[config.mk]
export PLATFORM = sky130hd
export DESIGN_NAME = win_watchdog
export DESIGN_NICKNAME = d
export VERILOG_FILES = /design/src/rtl/win_wdt_pkg.sv /design/src/rtl/win_wdt_dp.sv /design/src/rtl/win_wdt_ctrl.sv /design/src/rtl/win_watchdog.sv
export SDC_FILE = /design/constraint.sdc
export NUM_CORES = 1
export LEC_CHECK = 0
export BUFFER_PORTS_ARGS = -buffer_cell sky130_fd_sc_hd__buf_2
export CAP_MARGIN = 15
export CORE_ASPECT_RATIO = 0.5
export CORE_UTILIZATION = 45
export CTS_CLUSTER_DIAMETER = 200
export CTS_CLUSTER_SIZE = 28
export DETAILED_ROUTE_END_ITERATION = 6
export PLACE_DENSITY = 0.61
export SETUP_SLACK_MARGIN = 0.05
export SYNTH_ARGS = -nofsm -noshare
export SYNTH_HDL_FRONTEND = slang
export SYNTH_HIERARCHICAL = 1
export SYNTH_SLANG_ARGS = --single-unit
[constraint.sdc]
create_clock -name clk -period 3.33 [get_ports clk]
set_clock_uncertainty 0.05 [all_clocks]
set_input_delay 0.333 -clock clk [delete_from_list [all_inputs] [get_ports clk]]
set_output_delay 0.333 -clock clk [all_outputs]
set_load 0.05 [all_outputs]
[src/rtl/win_wdt_pkg.sv]
package win_wdt_pkg;
  typedef enum logic [2:0] {
    SEL_KICK   = 3'd0,
    SEL_RELOAD = 3'd1,
    SEL_DELTA  = 3'd2,
    SEL_CFG    = 3'd3,
    SEL_LOCK   = 3'd4,
    SEL_CLR    = 3'd5
  } regSel_e;

  typedef struct packed {
    logic load;  // reload counter, clear prescaler
    logic run;   // advance prescaler/counter
  } wdtStrobe_t;
endpackage

[src/rtl/win_wdt_dp.sv]
module win_wdt_dp
  import win_wdt_pkg::*;
#(
  parameter int CNT_W  = 12,
  parameter int PSEL_W = 3
) (
  input  logic              clk,
  input  logic              rstN,
  input  wdtStrobe_t        stb,
  input  logic [CNT_W-1:0]  reloadVal,
  input  logic [PSEL_W-1:0] preSel,
  output logic [CNT_W-1:0]  cntVal,
  output logic              tick
);
  localparam int PRE_W = (1 << PSEL_W) - 1;

  logic [PRE_W-1:0] preCnt;
  logic [PRE_W-1:0] preMask;

  assign preMask = (PRE_W'(1) << preSel) - PRE_W'(1);
  assign tick    = stb.run && ((preCnt & preMask) == preMask);

  always_ff @(posedge clk) begin
    if (!rstN) begin
      preCnt <= '0;
      cntVal <= '1;
    end else if (stb.load) begin
      preCnt <= '0;
      cntVal <= reloadVal;
    end else if (stb.run) begin
      preCnt <= preCnt + PRE_W'(1);
      if (tick) cntVal <= cntVal - CNT_W'(1);
    end
  end
endmodule

[src/rtl/win_wdt_ctrl.sv]
module win_wdt_ctrl
  import win_wdt_pkg::*;
#(
  parameter int              CNT_W      = 12,
  parameter int              PSEL_W     = 3,
  parameter int              KEY_W      = 16,
  parameter logic [KEY_W-1:0] KICK_KEY   = 16'h5FA0,
  parameter logic [KEY_W-1:0] UNLOCK_KEY = 16'hCA35,
  parameter int              RST_PULSE  = 4
) (
  input  logic              clk,
  input  logic              rstN,
  input  logic              wrEn,
  input  logic [2:0]        wrAddr,
  input  logic [KEY_W-1:0]  wrData,
  input  logic              dbgHalt,
  input  logic              tick,
  input  logic [CNT_W-1:0]  cntVal,
  output wdtStrobe_t        stb,
  output logic [CNT_W-1:0]  reloadVal,
  output logic [PSEL_W-1:0] preSel,
  output logic              kickOk,
  output logic              faultEvt,
  output logic              irqOut,
  output logic              rstOut
);
  localparam int RST_CW = $clog2(RST_PULSE + 1);

  logic [CNT_W-1:0]  deltaVal;
  logic              cfgEn;
  logic              cfgRstMode;
  logic              unlocked;
  logic [RST_CW-1:0] rstCnt;
  logic              earlyFault;
  logic              underFault;
  logic              cfgWr;
  logic              clrWr;

  assign kickOk     = wrEn && (wrAddr == SEL_KICK) && (wrData == KICK_KEY);
  assign earlyFault = kickOk && (cntVal >= deltaVal);
  assign underFault = tick && (cntVal == '0) && !kickOk;
  assign faultEvt   = earlyFault || underFault;
  assign cfgWr      = wrEn && unlocked;
  assign clrWr      = wrEn && (wrAddr == SEL_CLR) && wrData[0];

  assign stb.load = kickOk || underFault;
  assign stb.run  = cfgEn && !dbgHalt;

  // configuration and lock registers
  always_ff @(posedge clk) begin
    if (!rstN) begin
      reloadVal  <= '1;
      deltaVal   <= '1;
      preSel     <= '0;
      cfgEn      <= 1'b0;
      cfgRstMode <= 1'b0;
      unlocked   <= 1'b0;
    end else begin
      if (wrEn && (wrAddr == SEL_LOCK)) unlocked <= (wrData == UNLOCK_KEY);
      if (cfgWr && (wrAddr == SEL_RELOAD)) reloadVal <= wrData[CNT_W-1:0];
      if (cfgWr && (wrAddr == SEL_DELTA))  deltaVal  <= wrData[CNT_W-1:0];
      if (cfgWr && (wrAddr == SEL_CFG)) begin
        preSel     <= wrData[PSEL_W-1:0];
        cfgRstMode <= wrData[PSEL_W];
        cfgEn      <= wrData[PSEL_W+1];
      end
    end
  end

  // fault actions
  always_ff @(posedge clk) begin
    if (!rstN) begin
      irqOut <= 1'b0;
      rstCnt <= '0;
    end else begin
      if (faultEvt && !cfgRstMode) irqOut <= 1'b1;
      else if (clrWr)              irqOut <= 1'b0;

      if (faultEvt && cfgRstMode)  rstCnt <= RST_CW'(RST_PULSE);
      else if (rstCnt != '0)       rstCnt <= rstCnt - RST_CW'(1);
    end
  end

  assign rstOut = (rstCnt != '0);
endmodule

[src/rtl/win_watchdog.sv]
module win_watchdog
  import win_wdt_pkg::*;
#(
  parameter int              CNT_W      = 12,
  parameter int              PSEL_W     = 3,
  parameter int              KEY_W      = 16,
  parameter logic [KEY_W-1:0] KICK_KEY   = 16'h5FA0,
  parameter logic [KEY_W-1:0] UNLOCK_KEY = 16'hCA35,
  parameter int              RST_PULSE  = 4
) (
  input  logic             clk,
  input  logic             rstN,
  input  logic             wrEn,
  input  logic [2:0]       wrAddr,
  input  logic [KEY_W-1:0] wrData,
  input  logic             dbgHalt,
  output logic             irqOut,
  output logic             rstOut
);
  wdtStrobe_t        stb;
  logic [CNT_W-1:0]  reloadVal;
  logic [PSEL_W-1:0] preSel;
  logic [CNT_W-1:0]  cntVal;
  logic              tick;
  logic              kickOk;
  logic              faultEvt;

  win_wdt_ctrl #(
    .CNT_W(CNT_W), .PSEL_W(PSEL_W), .KEY_W(KEY_W),
    .KICK_KEY(KICK_KEY), .UNLOCK_KEY(UNLOCK_KEY), .RST_PULSE(RST_PULSE)
  ) u_ctrl (
    .clk(clk), .rstN(rstN), .wrEn(wrEn), .wrAddr(wrAddr), .wrData(wrData),
    .dbgHalt(dbgHalt), .tick(tick), .cntVal(cntVal), .stb(stb),
    .reloadVal(reloadVal), .preSel(preSel), .kickOk(kickOk),
    .faultEvt(faultEvt), .irqOut(irqOut), .rstOut(rstOut)
  );

  win_wdt_dp #(.CNT_W(CNT_W), .PSEL_W(PSEL_W)) u_dp (
    .clk(clk), .rstN(rstN), .stb(stb), .reloadVal(reloadVal),
    .preSel(preSel), .cntVal(cntVal), .tick(tick)
  );
endmodule

== Word level (Yosys, flattened, before mapping) ==
Cells that the tools add are included.
W data, S select, Z words.
Word-level totals
  input bits: 23
  word-level logic and storage cells: 65
  output and inout port bits: 2
  bits in registers: 53
Cells by class
  shifts and indexed selects: 1
  reduce and logical (&&, ||, !) cells: 31
  muxes and demuxes: 7
  equality and inequality tests: 8
  $lt $le $gt $ge: 1
  add/subtract/negate cells: 4
  bitwise operators: 2
Operator list (count)
  $mux W12: 3
  $eq A16 B15 Y1 const B: 1
  $eq A16 B16 Y1 const B: 1
  $logic_and A1 B1 Y1: 16
  $ge A12 B12 Y1: 1
  $logic_not A12 Y1: 1
  $sub A12 B1 Y12 const B: 1
  $reduce_bool A2 Y1: 4
  $add A7 B1 Y7 const B: 1
  $and A7 B7 Y7: 1
  $eq A7 B7 Y1: 1
  $shl A1 B3 Y7 const A: 1
  $sub A7 B2 Y7 const B: 1
  $eq A3 B2 Y1 const B: 2
  $eq A3 B3 Y1 const B: 2
  $mux W3: 2
  $reduce_or A2 Y1: 2
  $eq A3 B1 Y1 const B: 1
  $logic_not A1 Y1: 3
  $logic_not A3 Y1: 1
  $reduce_bool A3 Y1: 1
  $sub A3 B1 Y3 const B: 1
  $logic_or A1 B1 Y1: 2
  $mux W1: 2
  other kinds (2): 2

== Longest topological paths before layout ==
Gate-level depths: netlist of the first run.
  word-level depth: 10
  gate-level depth with buffers: 13
  mapped depth without buffers: 10

== By module ==
Netlist of the first run, hierarchy kept.
By module, submodules not included
  win_wdt_ctrl: seq. area each 680.7 µm², area an instance 1755.4 µm², cells each 210, times used 1
  win_wdt_dp: seq. area each 380.4 µm², area an instance 1181.1 µm², cells each 148, times used 1

== Worst setup path before layout of the first run ==
OpenSTA, ideal clock, no wires.
  path type: input -> register
  start: input port dbgHalt
  end: register u_dp.cntVal[5]
  stages on the path: 12
  data required time: 3.189 ns
  slack: 0.424 ns
  data arrival time: 2.765 ns
  cells stage by stage: nor2b_1 clkbuf_1 nand2_1 nor4_1 nor4b_1 nand4_1 o21ai_2 clkbuf_1 clkbuf_1 nand4b_1 nor3_1 a311oi_1
RTL lines
  start: declaration: line win_watchdog.sv:16  | input logic dbgHalt,
  end signal: assignment: line win_wdt_dp.sv:29  | cntVal <= reloadVal;
  end signal: assignment: line win_wdt_dp.sv:32  | if (tick) cntVal <= cntVal - CNT_W'(1);
  end: declaration: line win_wdt_dp.sv:12  | output logic [CNT_W-1:0] cntVal,

==> impl_metrics.csv, run 1 <==
group,metric,value,unit
outcome,status,"complete, no violations",
setup_path,required,3470,ps
power_and_ir_drop,powerDensity,397,mW/mm²
grt,grt_max_degree,45,
setup_path,endpoint_kind,"flop",
clocking,post-cts-setup-buffers,0,
floorplanning,die_area,0.00685,mm²
final_layout,fill_cells,591,
setup_path,worst-path-buf-inv,2,
logic_synthesis,postSynthCellCount,356,
setup_path,worstPathArrival,2850,ps
setup_path,worstPathCellList,"o2bb2ai_1, nand2_1, nor4_1, buf_4, nor4b_1, nand4_1, o21ai_2, buf_4, nor3_1, o21a_1, a311oi_1",
setup_path,critical_path_depth,11,
logic_synthesis,avgSynthCellArea,8.22,µm²
grt,grt_pass1_wl,12000,µm
worst_hold_path,min_delay_path_depth,3,
clocking,cts_made_buffers,5,
flow_run,drv_cap,0,
power_and_ir_drop,leakagePower,1.39,nW
detailed_routing,vias_per_cell,5.72,
timing,fin_crit_sh,81.2,%
timing,slew_violations,0,
detailed_routing,ant_nets,0,
worst_hold_path,min_path_type,"in -> reg",
setup_path,cpPeakStageDelay,450,ps
detailed_routing,route.detailed.drc,0,
setup_path,cp_common_cell,"buf_4",
timing,maxSlewHeadroom,52.4,%
final_layout,drive_gt1_share,11.9,%
clocking,clkTransAtPathRegs,70,ps
power_and_ir_drop,peakVddDrop,0.209,mV
clocking,htreeDepth,2,
timing,clock.fmax,370,MHz
place,place_area,0.00314,mm²
setup_path,startpoint_type,"flop",
setup_path,crit_type,"reg -> reg",
grt,antenna_found_initial,0,
timing,setup_viol,0,
logic_synthesis,syn_area,0.00293,mm²
clocking,clk_path_buf_depth,2,
timing,finalCriticalPeriod,2710,ps
timing,fin_setup_tns,0,ps
detailed_routing,wl_per_cell,16.1,µm
setup_path,crit_fanout,33,
logic_synthesis,ys.warnings.count,6,
final_layout,fin_nets,416,
final_layout,area_growth,11.9,%
detailed_routing,drtIter0Drc,258,
place,place.gp.congestion,0.790,
timing,grt_setup_unrepaired,"false",
floorplanning,core,0.00618,mm²
grt,overflow,0,
place,portBuffers,24,
grt,grt_usage,23.5,%
clocking,cts_sinks,53,
clocking,cts_resized,0,
logic_synthesis,syn_nets,396,
floorplanning,io_pins,25,
final_layout,final_cell_area,0.00328,mm²
setup_path,r2r_cells,11,
floorplanning,start_util,47.3,%
timing,finalHoldViolCount,0,
detailed_routing,firstDrtPassIters,5,
final_layout,antenna_cells,0,
clocking,cts_tree,"done",
clocking,clk_latency,290,ps
detailed_routing,vias,2658,
detailed_routing,drt_wl_total,7510,µm
floorplanning,core.rowCount,20,
clocking,root_buffer,"clkbuf_16",
floorplanning,die_h,59.0,µm
clocking,hold_buffers,0,
floorplanning,die_x,116,µm
grt,grt_pass1_vias,2316,
timing,tightest_slew,702,ps
setup_path,crit_slowest_cell,"dfxtp_1",
setup_path,cp_top_family,"simple AND/OR/NAND/NOR gates",
place,dpl.hpwl,5350,µm
==> power breakdown <==
part | total, W | internal, W | switching [W]
combinational | 0.000110 | 0.0000481 | 0.0000615
clock | 0.000511 | 0.000277 | 0.000234
sequential | 0.000679 | 0.000648 | 0.0000311
==> per-layer routing <==
layer	routed length [µm]	vias to the layer above	track usage, %
li1	-	1311	-
met1	3860	1271	34.9
met2	3120	71	34.3
met3	484	5	5.21
met4	46	0	5.49
met5	0	-	0
==> area by class of cell <==
type | count | area, µm² | area share (%)
multi-input combinational | 264 | 1720 | 52.4
sequential | 53 | 1060 | 32.4
inverter | 22 | 82.6 | 2.52
timing repair buffer | 30 | 165 | 5.04
tap | 88 | 110 | 3.36
clock buffer | 6 | 129 | 3.93
clock inverter | 2 | 10.0 | 0.306
==> flip-flops by register name, summed over array words and instances, names as in the netlist <==
| name | flops |
|---|---|
| u_ctrl/reloadVal | 12 |
| u_ctrl/cfgEn | 1 |
| u_ctrl/unlocked | 1 |
| u_ctrl/irqOut | 1 |
| u_ctrl/cfgRstMode | 1 |
| u_ctrl/preSel | 3 |
| u_ctrl/rstCnt | 3 |
| u_dp/cntVal | 12 |
| u_dp/preCnt | 7 |
| u_ctrl/deltaVal | 12 |
==> tightest hold or removal path: cells and delay by family <==
| kind | cells | cell delay [ps] |
|---|---|---|
| buffers and inverters | 1 | 100 |
| and+or+nand+nor | 2 | 120 |
==> placed cells by master (no fill, tap or decap), drive strengths merged, types with 5 or more instances in the layout <==
master,n
inv,22
dfxtp,53
nand2,58
a21oi,7
nand3,18
o21ai,10
nor4b,7
nor4,7
buf,30
o211ai,11
nand3b,8
nor2b,11
a21boi,5
nor2,24
nand4,9
clkbuf,6
nor3,5
ha,17
mux2i,6
xor2,5
==> per-stage QoR <==
stage	setup slack, ps	hold slack, ps	util (%)	cells	power [W]
4_1_cts	612	238	53.0	465	0.00131
3_3_place_gp	732	395	50.7	457	0.000795
6_report	625	242	53.0	465	0.00130
5_1_grt	255	252	53.0	465	0.00135
3_5_place_dp	571	398	50.7	457	0.000801
2_1_floorplan	432	381	-	356	0.000750
==> worst paths after layout <==
kind / end / slack (ps) / start
worst min register to register: u_ctrl/reloadVal[3] / 410 / u_ctrl/reloadVal[3]
worst max register to register: u_dp/cntVal[5] / 620 / u_dp/preCnt[0]
worst max-delay path: u_dp/cntVal[5] / 620 / u_dp/preCnt[0]
worst min-delay path: u_ctrl/reloadVal[5] / 240 / wrData[5]
No activity file was read; power rests on OpenSTA's default activity.
==> run 2: changes to the inputs <==
==> constraint.sdc (replaced) <==
create_clock -name clk -period 2.8 [get_ports clk]
set_clock_uncertainty 0.05 [all_clocks]
set_input_delay 0.28 -clock clk [delete_from_list [all_inputs] [get_ports clk]]
set_output_delay 0.28 -clock clk [all_outputs]
set_load 0.05 [all_outputs]
==> run 2 against run 1 <==
  * Clock power increased by 57%
  * Final cell count up 0.43%
  * Combinational power grew 16%
  * Power up 34%
  * Routed wire length is 1.7% lower
  * Sequential cell count unchanged
  * Setup slack got worse by 410 ps
  * Die area did not move
  * Utilization grew 1.3 points
  * Worst hold slack got worse by 74 ps
  * Critical endpoint unchanged
  * Largest power group unchanged
==> impl_metrics.csv, run 2 (synthesis results as in run 1) <==
group,metric,value,unit
floorplanning,die_h,59.0,µm
timing,finalHoldViolCount,0,
grt,grt_pass1_vias,2434,
power_and_ir_drop,peakVddDrop,0.242,mV
timing,slew_violations,0,
grt,grt_usage,23.8,%
setup_path,startpoint_type,"flop",
power_and_ir_drop,powerDensity,518,mW/mm²
setup_path,crit_slowest_cell,"dfxtp_1",
final_layout,final_cell_area,0.00336,mm²
setup_path,cpPeakStageDelay,440,ps
setup_path,endpoint_kind,"flop",
clocking,root_buffer,"clkbuf_16",
power_and_ir_drop,switching_share,23.0,%
clocking,post-cts-setup-buffers,0,
final_layout,mostFrequentLayoutCells,"nand2_1, dfxtp_1, buf_2, nor2_1, inv_1",
setup_path,worstPathCellList,"o2bb2ai_1, nand2_1, nor4_2, nor4b_2, nand4_1, o21ai_2, buf_6, nor3_1, o21a_1, a311oi_1",
detailed_routing,drt_wl_total,7380,µm
clocking,cts_made_buffers,5,
power_and_ir_drop,p_switching,0.000401,W
setup_path,crit_type,"reg -> reg",
grt,overflow,0,
place,dpl.hpwl,5450,µm
detailed_routing,drtIter0Drc,179,
grt,grt_pass1_wl,12200,µm
setup_path,worst-path-buf-inv,1,
final_layout,reg_top3,"u_ctrl/deltaVal x12, u_ctrl/reloadVal x12, u_dp/cntVal x12",
power_and_ir_drop,p_int,0.00134,W
timing,setup_viol,0,
final_layout,drive_gt1_share,13.2,%
clocking,clk_latency,300,ps
flow_run,drv_cap,0,
setup_path,crit_fanout,27,
power_and_ir_drop,power_frac_comb,7.4,%
power_and_ir_drop,pwr-share-clk,46.2,%
detailed_routing,route.detailed.drc,0,
timing,fin_crit_sh,92.5,%
final_layout,area_growth,14.7,%
timing,grt_setup_unrepaired,"false",
final_layout,layout_commonest_cell,"nand2_1",
clocking,clk_path_buf_depth,2,
final_layout,fill_cells,611,
clocking,clkTransAtPathRegs,70,ps
setup_path,cp_top_family,"simple AND/OR/NAND/NOR gates",
clocking,cts_tree,"done",
power_and_ir_drop,leakagePower,1.43,nW
clocking,hold_buffers,0,
setup_path,worstPathArrival,2750,ps
timing,clock.fmax,386,MHz
floorplanning,start_util,47.3,%
outcome,status,"complete, no violations",
detailed_routing,firstDrtPassIters,4,
detailed_routing,ant_nets,0,
floorplanning,io_pins,25,
final_layout,multiInputGateArea,0.00173,mm²
place,place_area,0.00316,mm²
floorplanning,core,0.00618,mm²
detailed_routing,vias,2641,
timing,finalCriticalPeriod,2590,ps
timing,maxSlewHeadroom,54.1,%
detailed_routing,vias_per_cell,5.66,
final_layout,fin_nets,418,
timing,tightest_slew,678,ps
clocking,cts_sinks,53,
worst_hold_path,min_path_type,"in -> reg",
power_and_ir_drop,pwr-share-seq,46.4,%
grt,grt_max_degree,41,
place,place.gp.congestion,0.819,
clocking,htreeDepth,2,
detailed_routing,wl_per_cell,15.8,µm
final_layout,antenna_cells,0,
timing,fin_setup_tns,0,ps
floorplanning,die_area,0.00685,mm²
final_layout,seqCellArea,0.00106,mm²
floorplanning,die_x,116,µm
place,portBuffers,24,
floorplanning,core.rowCount,20,
setup_path,required,2960,ps
grt,antenna_found_initial,0,
==> run 2: cell types whose count changed in the layout (fill, tap and decap cells not counted), sizes merged <==
cell,previous run,this run
bufinv,0,2
clkbuf,6,5
buf,30,32
clkinv,2,1
==> run 2: final timing paths <==
| check | startpoint | endpoint | slack, ps | cells past startpoint |
|---|---|---|---|---|
| setup reg to reg | u_dp/preCnt[0] | u_dp/cntVal[5] | 210 | 10 |
| hold reg to reg | u_ctrl/reloadVal[2] | u_ctrl/reloadVal[2] | 410 | 2 |
| hold / removal | wrData[6] | u_ctrl/reloadVal[6] | 170 | 3 |
| setup / recovery | u_dp/preCnt[0] | u_dp/cntVal[5] | 210 | 10 |
==> run 2: final cells by class <==
class / count / share of cell area, %
clock buffer: 5 / 3.73
clock inverter: 3 / 1.94
inverter: 22 / 2.46
multi-input combinational: 264 / 51.5
sequential: 53 / 31.6
tap: 88 / 3.28
timing repair buffer: 32 / 5.48
==> run 2: power by group through the flow <==
| stage | clock [W] | combinational, W | sequential, W |
|---|---|---|---|
| floorplan | 0 | 0.0000830 | 0.000809 |
| global placement | 0 | 0.000122 | 0.000825 |
| detailed placement | 0 | 0.000128 | 0.000824 |
| CTS | 0.000819 | 0.000127 | 0.000807 |
| global route | 0.000844 | 0.000145 | 0.000811 |
| finish | 0.000804 | 0.000128 | 0.000808 |
==> run 2: metrics by stage <==
stage / utilization (%) / total power, W / hold slack (ps) / worst slack [ps] / instances
final: 54.3 / 0.00174 / 168 / 211 / 467
after global routing: 54.3 / 0.00180 / 189 / 93.0 / 467
after CTS: 54.2 / 0.00175 / 163 / 129 / 467
after detailed placement: 51.1 / 0.000952 / 399 / 124 / 459
after global placement: 51.1 / 0.000947 / 392 / 333 / 459
after floorplan: - / 0.000892 / 354 / 59.0 / 356
==> run 2: per-layer routing <==
metal | vias to the layer above | global-route usage (%) | part of all wire (%)
li1 | 1318 | - | -
met1 | 1259 | 34.3 | 52
met2 | 56 | 35.6 | 42
met3 | 8 | 4.81 | 4.6
met4 | 0 | 7.88 | 1.2
met5 | - | 0 | 0
==> run 2: worst register-to-register path: stages (launching register included) <==
cell and delay, ps:
dfxtp_1 440, o2bb2ai_1 180, nand2_1 120, nor4_2 350
nor4b_2 270, nand4_1 150, o21ai_2 160, buf_6 270
nor3_1 80, o21a_1 190, a311oi_1 240
==> run 2: what timing repair did <==
action	4_1_cts	5_1_grt
endpoints found under the setup margin	0	5
gates resized for setup	0	2
endpoints found under the hold margin	0	0
==> run 3: changes to the inputs <==
--- a/config.mk
+++ b/config.mk
@@ -6,7 +6,7 @@
 export NUM_CORES = 1
 export LEC_CHECK = 0
 export BUFFER_PORTS_ARGS = -buffer_cell sky130_fd_sc_hd__buf_2
-export CAP_MARGIN = 15
+export CAP_MARGIN = 20
 export CORE_ASPECT_RATIO = 0.5
 export CORE_UTILIZATION = 45
 export CTS_CLUSTER_DIAMETER = 200
==> constraint.sdc (replaced) <==
create_clock -name clk -period 3.3 [get_ports clk]
set_clock_uncertainty 0.05 [all_clocks]
set_input_delay 0.33 -clock clk [delete_from_list [all_inputs] [get_ports clk]]
set_output_delay 0.33 -clock clk [all_outputs]
set_load 0.05 [all_outputs]
==> run 3 against run 2 <==
  * Final cell count decreased by 0.64%
  * Setup slack improved by 360 ps
  * Worst hold slack improved by 65 ps
  * Sequential power decreased by 15%
  * Sequential share of layout area increased by 0.76 points
  * Via count decreased by 0.34%
  * Critical path type unchanged
==> impl_metrics.csv, run 3 (synthesis results as in run 1) <==
group,metric,value,unit
outcome,status,"complete, no violations",
detailed_routing,firstDrtPassIters,4,
timing,grt_setup_unrepaired,"false",
clocking,hold_buffers,0,
setup_path,cp_common_cell,"buf_4",
detailed_routing,vias_per_cell,5.67,
detailed_routing,ant_nets,0,
setup_path,worstPathCellList,"o2bb2ai_1, nand2_1, nor4_1, buf_4, nor4b_1, nand4_1, o21ai_2, buf_4, nor3_1, o21a_1, a311oi_1",
final_layout,fin_nets,416,
final_layout,fill_cells,596,
clocking,cts_sinks,53,
final_layout,reg_top3,"u_ctrl/deltaVal x12, u_ctrl/reloadVal x12, u_dp/cntVal x12",
power_and_ir_drop,pwr-share-clk,40.0,%
clocking,post-cts-setup-buffers,0,
final_layout,drive_gt1_share,11.7,%
detailed_routing,vias,2632,
floorplanning,die_h,59.0,µm
detailed_routing,drt_wl_total,7440,µm
power_and_ir_drop,powerDensity,405,mW/mm²
place,dpl.hpwl,5310,µm
final_layout,mostFrequentLayoutCells,"nand2_1, dfxtp_1, buf_2, nor2_1, inv_1",
timing,tightest_slew,647,ps
final_layout,seqCellArea,0.00106,mm²
final_layout,utilization,53.1,%
grt,grt_max_degree,45,
clocking,cts_tree,"done",
setup_path,startpoint_type,"flop",
clocking,root_buffer,"clkbuf_16",
clocking,htreeDepth,2,
setup_path,cp_top_family,"simple AND/OR/NAND/NOR gates",
power_and_ir_drop,switching_share,24.5,%
detailed_routing,wl_per_cell,16.0,µm
final_layout,multiInputGateArea,0.00172,mm²
timing,fin_crit_sh,82.6,%
setup_path,crit_slowest_cell,"dfxtp_1",
grt,grt_usage,23.8,%
timing,fin_setup_tns,0,ps
power_and_ir_drop,p_int,0.00100,W
setup_path,required,3440,ps
power_and_ir_drop,peakVddDrop,0.184,mV
clocking,clk_path_buf_depth,2,
timing,slew_violations,0,
floorplanning,die_area,0.00685,mm²
final_layout,layout_commonest_cell,"nand2_1",
power_and_ir_drop,leakagePower,1.39,nW
detailed_routing,route.detailed.drc,0,
clocking,cts_made_buffers,5,
timing,maxSlewHeadroom,56.2,%
grt,antenna_found_initial,0,
floorplanning,core.rowCount,20,
clocking,clkTransAtPathRegs,70,ps
floorplanning,die_x,116,µm
floorplanning,io_pins,25,
floorplanning,start_util,47.3,%
grt,overflow,0,
setup_path,endpoint_kind,"flop",
clocking,cts_resized,0,
setup_path,cpPeakStageDelay,440,ps
grt,grt_pass1_wl,12200,µm
power_and_ir_drop,p_switching,0.000326,W
timing,setup_viol,0,
worst_hold_path,min_path_type,"in -> reg",
timing,finalHoldViolCount,0,
final_layout,area_growth,12.1,%
place,place.gp.congestion,0.789,
clocking,clk_latency,300,ps
place,portBuffers,24,
grt,grt_pass1_vias,2368,
flow_run,drv_cap,0,
setup_path,worst-path-buf-inv,2,
timing,finalCriticalPeriod,2730,ps
setup_path,crit_type,"reg -> reg",
timing,clock.fmax,367,MHz
floorplanning,core,0.00618,mm²
setup_path,worstPathArrival,2860,ps
final_layout,antenna_cells,0,
setup_path,crit_fanout,33,
power_and_ir_drop,power_frac_comb,8.4,%
detailed_routing,drtIter0Drc,231,
power_and_ir_drop,pwr-share-seq,51.6,%
[run 3: cell types whose count changed in the layout (fill, tap and decap cells not counted)]
cell / previous run / this run
clkbuf_1: 0 / 1
bufinv_16: 2 / 0
nor4_1: 5 / 6
clkinv_2: 1 / 0
nor4_2: 2 / 1
buf_6: 1 / 0
buf_4: 7 / 6
clkbuf_8: 0 / 1
nor4b_2: 2 / 1
nor4b_1: 5 / 6
[run 3: power groups by stage]
stage	registers, W	clock network, W	logic [W]
floorplan	0.000686	0	0.0000704
detailed placement	0.000699	0	0.000110
CTS	0.000684	0.000544	0.000110
global placement	0.000698	0	0.000104
global route	0.000688	0.000574	0.000123
finish	0.000685	0.000531	0.000111
[run 3: worst min-delay path, cell delays in order]
cell and delay [ps]:
buf_2 100, nand2_1 50, nand3_1 70
[run 3: metrics by stage]
step | power (W) | hold WS (ps) | instances | setup WS [ps] | instance area, µm²
floorplan | 0.000756 | 381 | 356 | 405 | 2930
global placement | 0.000802 | 395 | 457 | 705 | 3140
detailed placement | 0.000808 | 401 | 457 | 523 | 3140
CTS | 0.00134 | 232 | 464 | 549 | 3280
global route | 0.00139 | 254 | 464 | 252 | 3280
finish | 0.00133 | 233 | 464 | 575 | 3280
[run 3: cell type report]
cell class / instances / area share (%)
Inverter: 22 / 2.52
Timing Repair Buffer: 30 / 5.04
Tap cell: 88 / 3.36
Multi-Input combinational cell: 264 / 52.4
Clock buffer: 7 / 4.35
Sequential cell: 53 / 32.4
[run 3: layer usage]
metal / up-vias / track usage (%) / share of wire, %
li1: 1320 / - / -
met1: 1237 / 36.0 / 52
met2: 68 / 34.1 / 41
met3: 7 / 4.91 / 5.7
met4: 0 / 6.04 / 0.86
met5: - / 0 / 0
[run 3: final timing paths]
| check | from | end | slack [ps] | cells after the start |
|---|---|---|---|---|
| worst max-delay path | u_dp/preCnt[0] | u_dp/cntVal[5] | 570 | 11 |
| worst min-delay path | wrData[5] | u_ctrl/reloadVal[5] | 230 | 3 |
| worst max register to register | u_dp/preCnt[0] | u_dp/cntVal[5] | 570 | 11 |
| worst min register to register | u_ctrl/reloadVal[3] | u_ctrl/reloadVal[3] | 410 | 2 |
